$ cat src/rtl/trapcmp_pkg.sv
package trapcmp_pkg;
  localparam int REL_W   = 5;
  localparam int REL_UGT = 0;
  localparam int REL_ULT = 1;
  localparam int REL_EQ  = 2;
  localparam int REL_SGT = 3;
  localparam int REL_SLT = 4;
  typedef logic [REL_W-1:0] rel_vec_t;
endpackage

$ cat src/rtl/trapcmp_operand_prep.sv
module trapcmp_operand_prep #(
  parameter int DATA_W = 64
) (
  input  logic [DATA_W-1:0] opa_i,
  input  logic [DATA_W-1:0] opb_i,
  input  logic              word_mode_i,
  output logic [DATA_W-1:0] sa_o,
  output logic [DATA_W-1:0] sb_o,
  output logic [DATA_W-1:0] ua_o,
  output logic [DATA_W-1:0] ub_o
);
  localparam int HALF_W = DATA_W / 2;

  // Narrow to the low half, extending with its top bit or with zeros.
  function automatic logic [DATA_W-1:0] narrow(input logic [DATA_W-1:0] x,
                                               input logic use_sign);
    logic fill;
    fill = use_sign & x[HALF_W-1];
    return {{(DATA_W-HALF_W){fill}}, x[HALF_W-1:0]};
  endfunction

  always_comb begin
    if (word_mode_i) begin
      sa_o = narrow(opa_i, 1'b1);
      sb_o = narrow(opb_i, 1'b1);
      ua_o = narrow(opa_i, 1'b0);
      ub_o = narrow(opb_i, 1'b0);
    end else begin
      sa_o = opa_i;
      sb_o = opb_i;
      ua_o = opa_i;
      ub_o = opb_i;
    end
  end
endmodule

$ cat src/rtl/trapcmp_relations.sv
module trapcmp_relations
  import trapcmp_pkg::*;
#(
  parameter int DATA_W = 64
) (
  input  logic [DATA_W-1:0] sa_i,
  input  logic [DATA_W-1:0] sb_i,
  input  logic [DATA_W-1:0] ua_i,
  input  logic [DATA_W-1:0] ub_i,
  output rel_vec_t          rel_o
);
  localparam int KINDS = 2;   // 0: unsigned, 1: signed

  // Signed order equals unsigned order once the top bits are flipped.
  function automatic logic biased_less(input logic [DATA_W-1:0] x,
                                       input logic [DATA_W-1:0] y,
                                       input logic flip);
    logic [DATA_W-1:0] xb, yb;
    xb = {x[DATA_W-1] ^ flip, x[DATA_W-2:0]};
    yb = {y[DATA_W-1] ^ flip, y[DATA_W-2:0]};
    return xb < yb;
  endfunction

  logic [DATA_W-1:0] lhs [KINDS];
  logic [DATA_W-1:0] rhs [KINDS];
  logic [KINDS-1:0]  lt_v;
  logic [KINDS-1:0]  gt_v;
  logic              eq_w;

  always_comb begin
    lhs[0] = ua_i;
    rhs[0] = ub_i;
    lhs[1] = sa_i;
    rhs[1] = sb_i;
  end

  for (genvar k = 0; k < KINDS; k++) begin : g_kind
    assign lt_v[k] = biased_less(lhs[k], rhs[k], (k == 1));
    assign gt_v[k] = biased_less(rhs[k], lhs[k], (k == 1));
  end

  assign eq_w = (ua_i == ub_i);

  always_comb begin
    rel_o          = '0;
    rel_o[REL_UGT] = gt_v[0];
    rel_o[REL_ULT] = lt_v[0];
    rel_o[REL_EQ]  = eq_w;
    rel_o[REL_SGT] = gt_v[1];
    rel_o[REL_SLT] = lt_v[1];
  end
endmodule

$ cat src/rtl/trapcmp_decide.sv
module trapcmp_decide
  import trapcmp_pkg::*;
#(
  parameter int FORCE_W = 5
) (
  input  rel_vec_t           rel_i,
  input  rel_vec_t           mask_i,
  input  logic [FORCE_W-1:0] force_i,
  output logic               hit_any_o,
  output logic               force_any_o,
  output logic               take_o
);
  rel_vec_t hits;
  assign hits        = rel_i & mask_i;
  assign hit_any_o   = |hits;
  assign force_any_o = |force_i;
  assign take_o      = hit_any_o | force_any_o;
endmodule

$ cat src/rtl/trapcmp_unit.sv
module trapcmp_unit
  import trapcmp_pkg::*;
#(
  parameter int DATA_W  = 64,
  parameter int FORCE_W = 5
) (
  input  logic [DATA_W-1:0]  opa_i,
  input  logic [DATA_W-1:0]  opb_i,
  input  logic [REL_W-1:0]   cond_mask_i,
  input  logic               word_mode_i,
  input  logic [FORCE_W-1:0] force_cause_i,
  output logic               take_trap_o,
  output logic [REL_W-1:0]   rel_flags_o
);
  localparam int HALF_W = DATA_W / 2;

  logic [DATA_W-1:0] sa_w, sb_w, ua_w, ub_w;
  rel_vec_t          rel_w;
  logic              hit_any_w, force_any_w, take_w;

  trapcmp_operand_prep #(.DATA_W(DATA_W)) u_prep (
    .opa_i(opa_i), .opb_i(opb_i), .word_mode_i(word_mode_i),
    .sa_o(sa_w), .sb_o(sb_w), .ua_o(ua_w), .ub_o(ub_w)
  );

  trapcmp_relations #(.DATA_W(DATA_W)) u_rel (
    .sa_i(sa_w), .sb_i(sb_w), .ua_i(ua_w), .ub_i(ub_w), .rel_o(rel_w)
  );

  trapcmp_decide #(.FORCE_W(FORCE_W)) u_dec (
    .rel_i(rel_w), .mask_i(cond_mask_i), .force_i(force_cause_i),
    .hit_any_o(hit_any_w), .force_any_o(force_any_w), .take_o(take_w)
  );

  assign take_trap_o = take_w;
  assign rel_flags_o = rel_w;

  always_comb begin
    AST_FORCE_TAKES: assert (!(force_cause_i != '0) || take_trap_o);
    AST_IDLE_NO_TRAP: assert (!(cond_mask_i == '0 && force_cause_i == '0) || !take_trap_o);
    AST_MASK_HIT_TAKES: assert (!((rel_flags_o & cond_mask_i) != '0) || take_trap_o);
    AST_SIGNED_ONE_HOT: assert ($countones({rel_flags_o[REL_SLT], rel_flags_o[REL_EQ], rel_flags_o[REL_SGT]}) == 1);
    AST_UNSIGNED_ONE_HOT: assert ($countones({rel_flags_o[REL_ULT], rel_flags_o[REL_EQ], rel_flags_o[REL_UGT]}) == 1);
    AST_WORD_LOW_EQUAL: assert (!(word_mode_i && opa_i[HALF_W-1:0] == opb_i[HALF_W-1:0]) || rel_flags_o[REL_EQ]);
  end
endmodule

$ cat config.mk
export PLATFORM = sky130hd
export DESIGN_NAME = trapcmp_unit
export DESIGN_NICKNAME = d
export VERILOG_FILES = /design/src/rtl/trapcmp_pkg.sv /design/src/rtl/trapcmp_operand_prep.sv /design/src/rtl/trapcmp_relations.sv /design/src/rtl/trapcmp_decide.sv /design/src/rtl/trapcmp_unit.sv
export SDC_FILE = /design/constraint.sdc
export NUM_CORES = 1
export LEC_CHECK = 0
export BUFFER_PORTS_ARGS = -buffer_cell sky130_fd_sc_hd__buf_2
export CAP_MARGIN = 15
export CORE_AREA = 2 2 88 90
export DETAILED_ROUTE_END_ITERATION = 6
export DIE_AREA = 0 0 90 92
export GPL_TIMING_DRIVEN = 0
export PLACE_DENSITY_LB_ADDON = 0.1
export SYNTH_ARGS = -nofsm -noshare
export SYNTH_HDL_FRONTEND = slang
export SYNTH_SLANG_ARGS = --single-unit
$ cat constraint.sdc
create_clock -name vclk -period 4.6
set_input_delay 0.92 -clock vclk [all_inputs]
set_output_delay 0.92 -clock vclk [all_outputs]
set_load 0.01 [all_outputs]
# Yosys cells after proc, flatten, opt, wreduce, memory -nomap -nowiden

Cells that the tools add are included.

Add/subtract/negate cells: 0
Multiply operators: 0
Divide/modulo/power cells: 0
$lt $le $gt $ge: 4
Equality and inequality tests: 1
Shifts and indexed selects: 0
Multiplexer cells: 4
Bitwise operators: 4
Reductions and logical operators: 2

Operators with widths:

| operator         | count |
|---|---|
| $lt A64 B64 Y1   | 4 |
| $mux W64         | 4 |
| $eq A64 B64 Y1   | 1 |
| $reduce_or A5 Y1 | 2 |
| $and A5 B5 Y5    | 1 |
| $not A1 Y1       | 2 |
| $or A1 B1 Y1     | 1 |

Register bits after elaboration: 0
Latch bits: 0
Bits in writable memories: 0
Memory bits (read-only): 0
Input port bits: 139
Output and inout port bits: 6
Logic and storage cells: 15
Memories kept: 0

# Logic depth before layout (Yosys ltp)

Word-level depth: 6
Gate-level depth with buffers: 13
Depth with buffers taken out: 11

# Cells and area by module

A second synthesis with hierarchy kept.

Cell total of the unflattened synthesis: 748
Area, all modules: 5,530.3 um^2

Modules (own cells, without submodules):

| module               | instances | cells an instance | area each (um^2) | seq. area each (um^2) |
|---|---|---|---|---|
| trapcmp_relations    | 1         | 465               | 3,271.9          | 0.0 |
| trapcmp_operand_prep | 1         | 276               | 2,218.4          | 0.0 |
| trapcmp_decide       | 1         | 7                 | 40.0             | 0.0 |

# Worst setup path after synthesis

OpenSTA, ideal clock, no wires.

Kind: input-to-output
From: input word_mode_i
To: output take_trap_o
Arrival: 3.347 ns
Required time: 3.680 ns
Path slack: 0.333 ns
Cell stages on the path: 12
Buffers on the path: 2
Cell sequence: clkbuf_1 > clkbuf_1 > nor2b_1 > ha_1 > nand4_4 > nor4_4 > nand2_2 > o32ai_2 > nor3_1 > o21a_2 > or3b_1 > nand4_1

Elaborated cells between the ends (all ways): 14
Those cells by class: order compare (4); eq/ne (1); mux (4); bitwise (4); reduce/logical (1)

RTL lines:

| what                 | line                       | source |
|---|---|---|
| start, declared      | trapcmp_unit.sv:10         | `input logic word_mode_i,` |
| $mux W64             | trapcmp_operand_prep.sv:23 | `if (word_mode_i) begin` |
| $lt A64 B64 Y1 (*)   | trapcmp_relations.sv:21    | `return xb < yb;` |
| via rel_flags_o[1]   | trapcmp_unit.sv:13         | `output logic [REL_W-1:0] rel_flags_o` |
| $and A5 B5 Y5 (*)    | trapcmp_decide.sv:14       | `assign hits = rel_i & mask_i;` |
| $reduce_or A5 Y1 (*) | trapcmp_decide.sv:15       | `assign hit_any_o = \|hits;` |
| $or A1 B1 Y1 (*)     | trapcmp_decide.sv:17       | `assign take_o = hit_any_o \| force_any_o;` |
| end, declared        | trapcmp_unit.sv:12         | `output logic take_trap_o,` |

Mark *: on every way through the listed nets, which the timed path passes. The rest lies on a longest branch.

# Worst setup path in the final report

From: input word_mode_i
To: output take_trap_o

Word-level cells in the longest chain between the ends: 6
Elaborated cells between the ends (all ways): 14
Those cells by class: order compare (4); eq/ne (1); mux (4); bitwise (4); reduce/logical (1)

RTL lines:

| what                 | line |
|---|---|
| $mux W64             | trapcmp_operand_prep.sv:23 |
| $not A1 Y1 (no line) | n/a |
| $lt A64 B64 Y1       | trapcmp_relations.sv:21 |
| $and A5 B5 Y5 (*)    | trapcmp_decide.sv:14 |
| $reduce_or A5 Y1 (*) | trapcmp_decide.sv:15 |
| $or A1 B1 Y1 (*)     | trapcmp_decide.sv:17 |

Every way passes the cells marked *; elsewhere a longest branch is shown, timed or not.

==> out/results.txt <==
RePlAce Congestion: 0.897
Via count: 4217
Largest net degree at the start of global routing: 11
CP peak stage delay: 0.50 ns
Worst Path Max Fanout: 10
Critical-path cell list: buf_6, buf_8, buf_6, nand2b_1, ha_1, a21oi_1, o21ai_0, a221oi_1, o32ai_2, nor3_1, o21a_2, or3b_1, nand4_1, buf_2
Ant diodes: 0
Sequential cell count: 0
DRT Pass-1 Iters: 4
VDD IR max: 0.0497 mV
Initial antenna violation count: 0
Register area share after synthesis: 0
DRC: 0
Worst slew pin tran: 0.484 ns
Worst path slowest cell: a221oi_1
# IOs: 145
Cell mode on critical path: buf_6
Netlist cell types: 45
PortBufs: 145
Achievable Freq: 224 MHz
Pwr dens: 91.9 mW/mm²
Clock power share: 0
Detailed placement HPWL: 8850 µm
Synth Cell Area: 0.00376 mm²
Hold_ws: 2.14 ns
Setup CP Type: input port to output pin
Avg Cell Area, Syn: 6.97 µm²
Die Area: 0.00828 mm²
Routed len/inst: 12.9 µm
Number of global-route vias before repair: 4028
Mapped Nets: 807
Final worst path period need: 4.47 ns
Fin. max-slew vios: 0
Sum Neg Setup Slack: 0 ns
Layout net count: 964
First-pass GRT wire length: 16600 µm
Floorplan row count: 32
Worst Setup End Kind: output pin
Die X-Extent: 90 µm
P_sw: 244 µW
Crit path launch type: input port
Final hold vios: 0
Max cap viols: 0
Fillers: 682
Switching share of power: 0.527
Total grt overflow: 0
Place WS: -0.531 ns
Register Area: 0 µm²
Count of final setup violators: 0
WP data arrival: 3.55 ns
Final worst-path cycle share: 0.971
GRT Overall Usage: 0.228
Initial DRC count: 143
Slack of the critical path: 0.132 ns
Layout area overhead: 34.2%
Cells after synthesis: 540
P_leak: 0.00294 µW
Share of layout cells above drive strength 1: 0.311
Initial core utilization: 0.505
Slew HR: 0.677
Antenna-violating nets left: 0
CTS Hold Bufs: 0
Post-Route WL: 10300 µm
Vias/cell: 5.29
Worst path buffer plus inverter count: 4
Syn. warnings: 0
Core Region: 0.00745 mm²
Worst EP required: 3.68 ns
Outcome: completed
Worst hold path type: input port to output pin
Int Pwr: 220 µW
Seq pwr share: 0
Logic pwr share: 1.000
CLK BUF: 0
Die Y: 92 µm
Top delay family on crit path: compound AO/OA/AOI/OAI gates
Total power: 464 µW
-- cell families after synthesis --
logic type                 synth area share
buffers and inverters                0.0858
and+or+nand+nor                       0.326
adders and majority gates             0.426
muxes                               0.00266
AOI/OAI and AO/OA                     0.160
-- power groups by stage --
stage                     Sequential [µW]  Combinational (µW)  Clock, µW
after global placement                  0                 400          0
after CTS                               0                 422          0
after floorplan                         0                 272          0
after global routing                    0                 525          0
final                                   0                 464          0
after detailed placement                0                 414          0
-- per-layer routing --
| layer | up-vias | part of all wire | GRT usage |
|---|---|---|---|
| met5 | - | 0 | 0 |
| met4 | 0 | 0.0074 | 0.0346 |
| met3 | 10 | 0.043 | 0.0148 |
| met2 | 118 | 0.49 | 0.432 |
| met1 | 1915 | 0.46 | 0.289 |
| li1 | 2174 | - | - |
-- final cells by class --
type                       count  area, µm²  area share
buffer                        14        134      0.0265
inverter                      70        263      0.0521
multi-input combinational    455       3670       0.728
tap                          102        128      0.0253
timing repair buffer         156        850       0.168
-- cells in the final DEF (no fill, tap or decap), drive strengths merged, types with 2 or more instances in the layout --
| master | count |
|---|---|
| nand2b | 32 |
| a211oi | 5 |
| nor2b | 32 |
| o21ai | 11 |
| ha | 128 |
| a221oi | 6 |
| nor3 | 6 |
| and4 | 2 |
| o211ai | 2 |
| clkbuf | 6 |
| inv | 70 |
| a21boi | 2 |
| and2 | 3 |
| a221o | 3 |
| nand2 | 64 |
| nor2 | 44 |
| o21a | 2 |
| nand3 | 18 |
| nor4 | 5 |
| or2 | 2 |
| a21o | 10 |
| a21oi | 45 |
| buf | 164 |
| nand4 | 21 |
-- Yosys cell counts, types with 2 or more instances --
master,number,share of area
a221oi_1,6,0.014
a211oi_1,5,0.010
o211ai_1,2,0.0040
a21oi_1,45,0.060
nor2_1,43,0.043
nand3_1,18,0.024
ha_1,128,0.43
nand2b_1,32,0.053
clkbuf_1,14,0.014
nand4_2,2,0.0067
nor3_1,6,0.0080
and2_1,3,0.0050
o21ai_0,11,0.015
nand2_1,63,0.063
inv_1,70,0.070
a21boi_0,2,0.0040
a221o_1,3,0.0080
nor4_1,2,0.0033
nand4_1,18,0.030
a21o_1,10,0.020
nor2b_1,32,0.053
nor4_2,2,0.0067
-- final timing paths --
path	start	endpoint	slack (ns)	cells past startpoint
max	word_mode_i	take_trap_o	0.13	14
min	cond_mask_i[1]	take_trap_o	2.14	4
-- timing repair --
action	in CTS	in global routing
resized for setup	25	69
gates cloned	0	3
buffers inserted	1	7
pin swaps	3	16
setup endpoints to repair	5	2
-- through the flow --
stage / instances / area (µm²) / utilization
2_1_floorplan: 540 / 3760 / -
3_3_place_gp: 787 / 4620 / 0.620
3_5_place_dp: 787 / 4620 / 0.620
4_1_cts: 787 / 4670 / 0.628
5_1_grt: 797 / 5050 / 0.678
6_report: 797 / 5050 / 0.678
-- worst min-delay path, cell delays in order --
cell and delay [ns]:
buf_2 0.08, nand2_1 0.04, nand4_1 0.07, buf_2 0.12
Power figures use the tool's default switching activity.
